File: config.mk
export PLATFORM = sky130hd
export DESIGN_NAME = row_act_tracker
export DESIGN_NICKNAME = d
export VERILOG_FILES = /design/src/rtl/row_act_pkg.sv /design/src/rtl/bank_timer.sv /design/src/rtl/cmd_select.sv /design/src/rtl/row_act_tracker.sv
export SDC_FILE = /design/constraint.sdc
export NUM_CORES = 1
export LEC_CHECK = 0
export CORE_MARGIN = 8
export CORE_UTILIZATION = 40
export CTS_BUF_LIST = sky130_fd_sc_hd__clkbuf_16
export DETAILED_ROUTE_END_ITERATION = 10
export GPL_ROUTABILITY_DRIVEN = 0
export RECOVER_POWER = 25
export SYNTH_ARGS = -nofsm -noshare
export SYNTH_HDL_FRONTEND = slang
export SYNTH_HIERARCHICAL = 1
export SYNTH_SLANG_ARGS = --single-unit
export TNS_END_PERCENT = 5
File: constraint.sdc
create_clock -name clk -period 4.3 [get_ports clk]
set_clock_uncertainty 0.1 [all_clocks]
set_input_delay 0.86 -clock clk [delete_from_list [all_inputs] [get_ports clk]]
set_output_delay 0.86 -clock clk [all_outputs]
set_load 0.01 [all_outputs]
File: src/rtl/row_act_pkg.sv
package row_act_pkg;

    // Pin pattern {cs_n, ras_n, cas_n, we_n}
    typedef enum logic [3:0] {
        CMD_NOP = 4'b0111,
        CMD_ACT = 4'b0011,
        CMD_PRE = 4'b0010,
        CMD_RD  = 4'b0101,
        CMD_WR  = 4'b0100
    } dram_cmd_e;

    // Per-bank view handed to the command selector
    typedef struct packed {
        logic is_open;
        logic rcd_ok;
        logic rc_ok;
        logic rp_ok;
    } bank_view_t;

    // Round a picosecond limit up to whole clocks, never below one
    function automatic int cyc_ceil(input int lim_ps, input int tck_ps);
        int r;
        r = (lim_ps + tck_ps - 1) / tck_ps;
        if (r < 1) r = 1;
        return r;
    endfunction

    function automatic int max3(input int a, input int b, input int c);
        int m;
        m = (a > b) ? a : b;
        return (m > c) ? m : c;
    endfunction

endpackage

File: src/rtl/bank_timer.sv
module bank_timer
    import row_act_pkg::*;
#(
    parameter int ROW_W   = 13,
    parameter int RCD_CYC = 3,
    parameter int RC_CYC  = 9,
    parameter int RP_CYC  = 3
) (
    input  logic             clk,
    input  logic             rst,
    input  logic             act_fire,
    input  logic             pre_fire,
    input  logic [ROW_W-1:0] act_row,
    output bank_view_t       view,
    output logic [ROW_W-1:0] open_row
);
    localparam int MAXC = max3(RCD_CYC, RC_CYC, RP_CYC);
    localparam int CW   = $clog2(MAXC + 1);

    logic          open_q;
    logic [CW-1:0] rcd_cnt, rc_cnt, rp_cnt;

    always_ff @(posedge clk) begin
        if (rst) begin
            open_q   <= 1'b0;
            open_row <= '0;
            rcd_cnt  <= '0;
            rc_cnt   <= '0;
            rp_cnt   <= '0;
        end else begin
            if (act_fire) begin
                open_q   <= 1'b1;
                open_row <= act_row;
                rcd_cnt  <= CW'(RCD_CYC - 1);
                rc_cnt   <= CW'(RC_CYC - 1);
            end else begin
                if (rcd_cnt != '0) rcd_cnt <= rcd_cnt - 1'b1;
                if (rc_cnt  != '0) rc_cnt  <= rc_cnt - 1'b1;
            end
            if (pre_fire) begin
                open_q <= 1'b0;
                rp_cnt <= CW'(RP_CYC - 1);
            end else if (rp_cnt != '0) begin
                rp_cnt <= rp_cnt - 1'b1;
            end
        end
    end

    assign view.is_open = open_q;
    assign view.rcd_ok  = (rcd_cnt == '0);
    assign view.rc_ok   = (rc_cnt == '0);
    assign view.rp_ok   = (rp_cnt == '0);

    // Re-activation only after the bank has been closed
    assert_act_on_closed_R5: assert property (@(posedge clk) disable iff (rst)
        act_fire |-> !open_q);
    // Precharge only targets an open bank
    assert_pre_on_open_R5: assert property (@(posedge clk) disable iff (rst)
        pre_fire |-> open_q);
    // One command per bank per cycle
    assert_single_fire_R9: assert property (@(posedge clk) disable iff (rst)
        !(act_fire && pre_fire));

endmodule

File: src/rtl/cmd_select.sv
module cmd_select
    import row_act_pkg::*;
#(
    parameter int NB    = 4,
    parameter int ROW_W = 13,
    parameter int BA_W  = 2
) (
    input  logic                      req_valid,
    input  logic [BA_W-1:0]           req_bank,
    input  logic [ROW_W-1:0]          req_row,
    input  logic                      req_write,
    input  bank_view_t [NB-1:0]       views,
    input  logic [NB-1:0][ROW_W-1:0]  rows,
    output dram_cmd_e                 cmd,
    output logic                      stall
);
    bank_view_t       v;
    logic [ROW_W-1:0] r;

    always_comb begin
        v   = views[req_bank];
        r   = rows[req_bank];
        cmd = CMD_NOP;
        if (req_valid) begin
            if (v.is_open && (r == req_row)) begin
                if (v.rcd_ok) cmd = req_write ? CMD_WR : CMD_RD;
            end else if (v.is_open) begin
                cmd = CMD_PRE;
            end else if (v.rc_ok && v.rp_ok) begin
                cmd = CMD_ACT;
            end
        end
        stall = req_valid && !((cmd == CMD_RD) || (cmd == CMD_WR));
    end

endmodule

File: src/rtl/row_act_tracker.sv
module row_act_tracker
    import row_act_pkg::*;
#(
    parameter int NUM_BANKS = 4,
    parameter int ROW_W     = 13,
    parameter int TCK_PS    = 8000,
    parameter int TRCD_PS   = 20000,
    parameter int TRC_PS    = 66000,
    parameter int TRP_PS    = 20000
) (
    input  logic                         clk,
    input  logic                         rst,
    input  logic                         req_valid,
    input  logic [$clog2(NUM_BANKS)-1:0] req_bank,
    input  logic [ROW_W-1:0]             req_row,
    input  logic                         req_write,
    output logic                         stall,
    output logic                         cke,
    output logic                         cs_n,
    output logic                         ras_n,
    output logic                         cas_n,
    output logic                         we_n,
    output logic [$clog2(NUM_BANKS)-1:0] ba,
    output logic [ROW_W-1:0]             addr
);
    localparam int BA_W    = $clog2(NUM_BANKS);
    localparam int RCD_CYC = cyc_ceil(TRCD_PS, TCK_PS);
    localparam int RC_CYC  = cyc_ceil(TRC_PS, TCK_PS);
    localparam int RP_CYC  = cyc_ceil(TRP_PS, TCK_PS);
    localparam int SW      = $clog2(RCD_CYC + RC_CYC + RP_CYC + 2) + 1;

    bank_view_t [NUM_BANKS-1:0]            views;
    logic       [NUM_BANKS-1:0][ROW_W-1:0] rows;
    logic       [NUM_BANKS-1:0]            act_fire, pre_fire;
    dram_cmd_e                             sel_cmd, cmd_q;

    cmd_select #(.NB(NUM_BANKS), .ROW_W(ROW_W), .BA_W(BA_W)) u_sel (
        .req_valid (req_valid),
        .req_bank  (req_bank),
        .req_row   (req_row),
        .req_write (req_write),
        .views     (views),
        .rows      (rows),
        .cmd       (sel_cmd),
        .stall     (stall)
    );

    for (genvar b = 0; b < NUM_BANKS; b++) begin : g_bank
        assign act_fire[b] = (sel_cmd == CMD_ACT) && (req_bank == BA_W'(b));
        assign pre_fire[b] = (sel_cmd == CMD_PRE) && (req_bank == BA_W'(b));

        bank_timer #(
            .ROW_W(ROW_W), .RCD_CYC(RCD_CYC), .RC_CYC(RC_CYC), .RP_CYC(RP_CYC)
        ) u_bank (
            .clk      (clk),
            .rst      (rst),
            .act_fire (act_fire[b]),
            .pre_fire (pre_fire[b]),
            .act_row  (req_row),
            .view     (views[b]),
            .open_row (rows[b])
        );
    end

    // Registered command pins
    always_ff @(posedge clk) begin
        if (rst) begin
            cmd_q <= CMD_NOP;
            ba    <= '0;
            addr  <= '0;
        end else begin
            cmd_q <= sel_cmd;
            ba    <= (sel_cmd == CMD_NOP) ? '0 : req_bank;
            addr  <= (sel_cmd == CMD_ACT) ? req_row : '0;
        end
    end

    assign {cs_n, ras_n, cas_n, we_n} = cmd_q;
    assign cke = 1'b1;

    // Pin-level spacing monitors, one set per bank
    for (genvar b = 0; b < NUM_BANKS; b++) begin : g_mon
        logic [SW-1:0] since_act, since_pre;
        logic          pin_open;
        logic          pin_act, pin_pre, pin_acc;

        assign pin_act = (cmd_q == CMD_ACT) && (ba == BA_W'(b));
        assign pin_pre = (cmd_q == CMD_PRE) && (ba == BA_W'(b));
        assign pin_acc = ((cmd_q == CMD_RD) || (cmd_q == CMD_WR)) && (ba == BA_W'(b));

        always_ff @(posedge clk) begin
            if (rst) begin
                since_act <= '1;
                since_pre <= '1;
                pin_open  <= 1'b0;
            end else begin
                if (pin_act)             since_act <= SW'(1);
                else if (since_act != '1) since_act <= since_act + 1'b1;
                if (pin_pre)             since_pre <= SW'(1);
                else if (since_pre != '1) since_pre <= since_pre + 1'b1;
                if (pin_act)      pin_open <= 1'b1;
                else if (pin_pre) pin_open <= 1'b0;
            end
        end

        assert_access_needs_open_R3: assert property (@(posedge clk) disable iff (rst)
            pin_acc |-> pin_open);
        assert_rcd_gap_R4: assert property (@(posedge clk) disable iff (rst)
            pin_acc |-> (since_act >= SW'(RCD_CYC)));
        assert_rc_gap_R6: assert property (@(posedge clk) disable iff (rst)
            pin_act |-> (since_act >= SW'(RC_CYC)));
        assert_rp_gap_R7: assert property (@(posedge clk) disable iff (rst)
            pin_act |-> (since_pre >= SW'(RP_CYC)));
    end

    assert_stall_vs_pins_R8: assert property (@(posedge clk) disable iff (rst)
        (req_valid && !stall) |=> ((cmd_q == CMD_RD) || (cmd_q == CMD_WR)));

endmodule

Word-level counts from Yosys, hierarchy flattened
Index checks and enable logic that the tools add are counted.
Widths: inputs -> output; s select.
{ "totals": {"regBits": 123, "wordCells": 152, "in_bits": 19, "output_inout_bits": 21} }
{ "classes": {"n_addsub": 12, "reduce_logical": 60, "mux": 34, "order_cmp": 1, "n_eq_ne": 9, "n_bitwise": 1} }
{ "ops": {"columns": ["op", "count"], "rows": [
  ["$mux 4", 13],
  ["$logic_not 4->1", 12],
  ["$reduce_bool 4->1", 12],
  ["$sub 4x1->4 const B", 12],
  ["$mux 2", 16],
  ["$bmux 13 s2", 1],
  ["$reduce_bool 2->1", 12],
  ["$reduce_or 2->1", 10],
  ["$eq 13x13->1", 1],
  ["$mux 13", 1],
  ["$eq 4x3->1 const B", 3],
  ["$logic_and 1x1->1", 11],
  ["$bmux 4 s2", 1],
  ["$eq 4x2->1 const B", 2],
  ["$eq 2x2->1 const B", 2],
  ["$lt 2x3->1 const B", 1],
  ["$mux 3", 1],
  ["$eq 2x1->1 const B", 1],
  ["$logic_not 2->1", 1],
  ["$logic_not 1->1", 1],
  ["$logic_or 1x1->1", 1],
  ["$mux 1", 1],
  ["$not 1->1", 1]
]} }

Longest topological paths before layout
{ "logic_depth": {"word_depth": 12, "mapped_depth": 13, "depth_no_buf": 12} }

Hierarchy
Netlist, hierarchy kept.
{ "modules_own_cells": {"columns": ["module", "seq_area_each_um2", "area_per_inst_um2", "cells_each", "instances"], "rows": [
  ["bank_timer", 520.5, 984.7, 97, 4],
  ["cmd_select", 0.0, 758.2, 80, 1],
  ["row_act_tracker", 380.4, 711.9, 59, 1]
]} }

Worst setup path after synthesis
Ideal clock, no wire load.
{ "synth_timing": {"path_kind": "input -> register", "start": "input req_bank[1]", "end": "register g_bank[1].u_bank.open_row[0]", "t_arrival_ns": 3.329, "setup_time_ns": 0.128, "cell_stages": 13, "path_buffers": 3, "path_slack_ns": 0.743, "cell_sequence": "buf_4 -> buf_6 -> mux2i_1 -> xnor2_1 -> nor3_1 -> a41oi_1 -> nor4_4 -> or2_1 -> or4b_1 -> nor2_1 -> buf_2 -> mux2i_1 -> nor2_1"} }
{ "synth_via": {"elab_chain_cells": 9} }
{ "synth_rtl": {"columns": ["element", "line_no", "source"], "rows": [
  ["from (decl)", "row_act_tracker.sv:14", "input logic [$clog2(NUM_BANKS)-1:0] req_bank,"],
  ["parallel branches: the longest is 5 deep, another holds $bmux 13 s2", null, null],
  ["$mux 4 (*)", "cmd_select.sv:25", "if (v.is_open && (r == req_row)) begin"],
  ["$mux 4 (*)", "cmd_select.sv:24", "if (req_valid) begin"],
  ["named net sel_cmd[2]", "row_act_tracker.sv:35", "dram_cmd_e sel_cmd, cmd_q;"],
  ["$eq 4x2->1 (*)", "row_act_tracker.sv:49", "assign act_fire[b] = (sel_cmd == CMD_ACT) && (req_bank == BA_W'(b));"],
  ["$logic_and 1x1->1 (*)", "row_act_tracker.sv:49", null],
  ["named net act_fire[1]", "row_act_tracker.sv:34", "logic [NUM_BANKS-1:0] act_fire, pre_fire;"],
  ["to (signal assigned)", "bank_timer.sv:33", "open_row <= act_row;"],
  ["to (decl)", "bank_timer.sv:15", "output logic [ROW_W-1:0] open_row"]
]} }
Mark *: on every way through the listed nets, which the timed path passes. The select of a mux whose other input is x is not followed.
A chain may end at the register's enable or synchronous reset.

Final worst setup path
{ "layout_timing": {"start": "input req_bank[1]", "end": "output stall"} }
{ "layout_via": {"elab_chain_cells": 11} }
{ "layout_rtl": {"columns": ["element", "line_no", "source"], "rows": [
  ["parallel branches: the longest is 5 deep, another holds $bmux 13 s2", null, null],
  ["$mux 4 (*)", "cmd_select.sv:25", null],
  ["$mux 4 (*)", "cmd_select.sv:24", null],
  ["$eq 4x3->1", "cmd_select.sv:33", "stall = req_valid && !((cmd == CMD_RD) || (cmd == CMD_WR));"],
  ["$logic_or 1x1->1 (*)", "cmd_select.sv:33", null],
  ["$logic_not 1->1 (*)", "cmd_select.sv:33", null],
  ["$logic_and 1x1->1 (*)", "cmd_select.sv:33", null],
  ["to (decl)", "row_act_tracker.sv:17", "output logic stall,"]
]} }
Mark *: on every way between the ends. The select of a mux whose other input is x is not followed.

==> impl_metrics.env <==
export IMPL_fin_worst_hold_slack_ps=374
export IMPL_synth_area_leader_cell="sky130_fd_sc_hd__dfxtp_1"
export IMPL_synth_yosys_seq_area_share_pct=45.5
export IMPL_critPathTopFamily="buffers and inverters"
export IMPL_crit_path_cell_trace="clkdlybuf4s50_1 > buf_12 > buf_4 > mux2i_4 > a221oi_1 > a41oi_1 > nor4_4 > a21boi_1 > clkdlybuf4s15_1"
export IMPL_timing_reg2reg_worst_path_depth=13
export IMPL_post_layout_total_power_mw=3.21
export IMPL_max_slew_margin_rel_pct=49.4
export IMPL_clock_sink_count=123
export IMPL_synth_edf_count=0
export IMPL_critical_path_slowest_cell="sky130_fd_sc_hd__clkdlybuf4s50_1"
export IMPL_netlist_top_cells_area="sky130_fd_sc_hd__dfxtp_1 (46%), sky130_fd_sc_hd__mux2i_1 (14%), sky130_fd_sc_hd__nor2_1 (5.7%)"
export IMPL_drive_gt1_share_pct=16.0
export IMPL_cts_made_buffers=17
export IMPL_ctsHtreeMaxLevel=4
export IMPL_n_antenna_cell=0
export IMPL_route_antenna_remaining_nets=0
export IMPL_cellLeakagePower_nw=2.49
export IMPL_timing_worst_slew_pin_value_ps=759
export IMPL_finalNonFillerCells=777
export IMPL_wl_per_cell_um=15.6
export IMPL_yosys_warnings=6
export IMPL_max_stage_delay_ps=450
export IMPL_finalWorstPathRequiredPeriod_ps=4150
export IMPL_most_used_standard_cell_by_instance_count_after_synthesis="sky130_fd_sc_hd__dfxtp_1"
export IMPL_cp_required_ps=3340
export IMPL_pd_cells_nw_per_um2=480
export IMPL_synth_largest_type_area_fraction_pct=45.5
export IMPL_syn_nets=550
export IMPL_setup_worst_path_end_class="primary output"
export IMPL_die_x_um=132
export IMPL_number_of_global_route_vias_before_repair=4133
export IMPL_status="complete, no violations"
export IMPL_min_delay_path_depth=2
export IMPL_worst_path_bufs_invs=4
export IMPL_synth_cells=527
export IMPL_rrSetupSlack_ps=1200
export IMPL_max_freq_ghz=0.241
export IMPL_drt_wl_total_um=12100
export IMPL_ys_ff_latch=123
export IMPL_fin_tns_setup_ps=0
export IMPL_layout_area_overhead_vs_synth_pct=23.8
export IMPL_all_layer_gr_usage_pct=14.5
export IMPL_port_buffers=38
export IMPL_post_dp_hpwl_um=8420
export IMPL_synth_commonest_cells="sky130_fd_sc_hd__dfxtp_1 (123), sky130_fd_sc_hd__nor2_1 (82), sky130_fd_sc_hd__mux2i_1 (74)"
export IMPL_clkSlewWorstSetupHoldPaths_ps=50
export IMPL_drt_pass1_iterations=4
export IMPL_main_flop_type_after_synthesis="sky130_fd_sc_hd__dfxtp_1"
export IMPL_ctsLongestPathBuffers=2
export IMPL_critPathArrivalTime_ps=3190
export IMPL_area_of_the_mapped_netlist_um2=5410
export IMPL_maxCapViolCount=0
export IMPL_core_region_area_um2=13200
export IMPL_syn_area_per_cell_um2=10.3
export IMPL_hold_viol=0
export IMPL_min_delay_start="g_bank[0].u_bank/open_q$_SDFFE_PP0P_"
export IMPL_io_pin_count=40
export IMPL_antenna_found_initial=0
export IMPL_finalCoreUtilization_pct=50.6
export IMPL_grt_max_degree=71
export IMPL_final_net_count=613
export IMPL_design_die_area_um2=17500
export IMPL_vias=4111
export IMPL_root_buffer="sky130_fd_sc_hd__clkbuf_16"
export IMPL_cp_class="input pin to primary output"
export IMPL_clk_insertion_delay_late_ps=410
export IMPL_critPathMaxFanout=9
export IMPL_async_reset_ff_share_pct=0
export IMPL_floorplan_initialDensity_pct=40.8
export IMPL_fp_row_count=42
export IMPL_initialDrtViolationCount=213
export IMPL_cts_tree="done"
export IMPL_hold_path_end="g_bank[0].u_bank/open_q$_SDFFE_PP0P_"
export IMPL_rsz0062_at_grt="false"
export IMPL_routed_via_density=5.29
export IMPL_report_final_slew_viol_count=0
export IMPL_drcViolationCount=0
export IMPL_post_route_period_util_pct=96.6
export IMPL_first_pass_grt_wire_length_um=20700
export IMPL_timing_final_setup_violations=0
export IMPL_start_kind="input pin"
export IMPL_overflow=0
export IMPL_numPlacedInstances=747
export IMPL_post_synth_num_cell_types=51
export IMPL_worstReg2RegStart="g_bank[3].u_bank/rc_cnt[1]$_SDFFE_PP0N_"
export IMPL_placed_area_um2=6170
export IMPL_floorplan_die_height_um=132
export IMPL_worst_hold_path_type="register to register"
export IMPL_worst_setup_slack_before_clock_tree_synthesis_ps=-202
export IMPL_vdd_ir_drop_worst_mv=0.290
export IMPL_fin_area_um2=6700
export IMPL_reg2reg_to="g_bank[0].u_bank/open_row[7]$_SDFFE_PP0P_"
export IMPL_worst_slack_ps=145
==> cell type report <==
| class | instances | area, um2 |
|---|---|---|
| multi-input combinational | 365 | 2740 |
| fill | 1243 | 6550 |
| clock buffer | 17 | 425 |
| timing repair buffer | 74 | 709 |
| sequential | 123 | 2460 |
| inverter | 9 | 33.8 |
| clock inverter | 13 | 110 |
| tap | 176 | 220 |
==> per-layer routing <==
metal	GRT usage [%]	wire length, um	vias up
met2	23.8	5780	71
met3	4.27	525	13
met5	0	0	-
li1	-	-	2025
met1	17.1	5630	2002
met4	6.50	161	0
==> kinds of logic (layout without fill, tap and decap cells) <==
kind of cell    count (synthesis)  count (layout)  synth area share [%]
mux                            80              80                  16.3
other cells                     2               2                 0.139
fa+ha+maj                       4               4                 0.925
flops                         123             123                  45.5
simple gates                  197             197                  21.4
buf+inv                        39             113                  3.98
compound gates                 66              66                  9.21
xor+xnor                       16              16                  2.59
==> how the worst max path moves through the flow <==
stage / startpoint / end / cells past startpoint
floorplan: req_bank[1] / g_bank[1].u_bank/open_row[0]$_SDFFE_PP0P_ / 13
global placement: req_bank[0] / stall / 8
detailed placement: req_bank[0] / stall / 8
CTS: req_bank[1] / stall / 10
global route: req_bank[1] / stall / 10
finish: req_bank[1] / stall / 9
==> what timing repair did <==
action	in CTS	in global routing
hold buffers	0	0
setup buffers	0	0
cloned	0	0
gates resized for setup	9	0
pin swaps	3	1
setup endpoints to repair	1	1
==> flip-flops by register name, summed over array words and instances, names as in the netlist <==
register / flops
addr: 13
g_bank.u_bank/rc_cnt: 16
g_bank.u_bank/open_row: 52
g_bank.u_bank/open_q: 4
cmd_q: 4
g_bank.u_bank/rp_cnt: 16
g_bank.u_bank/rcd_cnt: 16
ba: 2
==> report_power, final <==
group	switching, mW	internal, mW	leakage [nW]	total (mW)
combinational	0.307	0.306	1.22	0.613
sequential	0.0640	1.23	0.997	1.29
clock	0.483	0.827	0.271	1.31
==> worst reg2reg max path: stages (launching register included) <==
cell,delay [ps]
sky130_fd_sc_hd__dfxtp_1,310
sky130_fd_sc_hd__inv_1,90
sky130_fd_sc_hd__ha_1,220
sky130_fd_sc_hd__nor3b_4,310
sky130_fd_sc_hd__and3_1,220
sky130_fd_sc_hd__a31oi_1,50
sky130_fd_sc_hd__a21oi_1,160
sky130_fd_sc_hd__o21ai_0,80
sky130_fd_sc_hd__or2_1,250
sky130_fd_sc_hd__or2_1,270
sky130_fd_sc_hd__nor4_2,380
sky130_fd_sc_hd__buf_12,240
sky130_fd_sc_hd__mux2i_1,220
sky130_fd_sc_hd__nor2_1,60
==> layout by cell type, fill, tap and decap left out, drive strengths merged, types with 3 or more instances in the layout <==
cell,n
nand2,6
dfxtp,123
nand3,3
nor4,19
mux4,6
inv,9
clkbuf,17
o22ai,3
buf,37
nor3b,19
a21boi,9
a21oi,17
xor2,3
nand2b,5
dlygate4sd3,19
xnor2,13
or2,5
a2111oi,5
a211oi,4
clkinv,11
o311a,4
nor2b,9
mux2i,74
nor3,31
clkdlybuf4s50,16
nand3b,8
nor4b,4
nor2,82
ha,4
o21ai,14
Power figures use the tool's default switching activity.
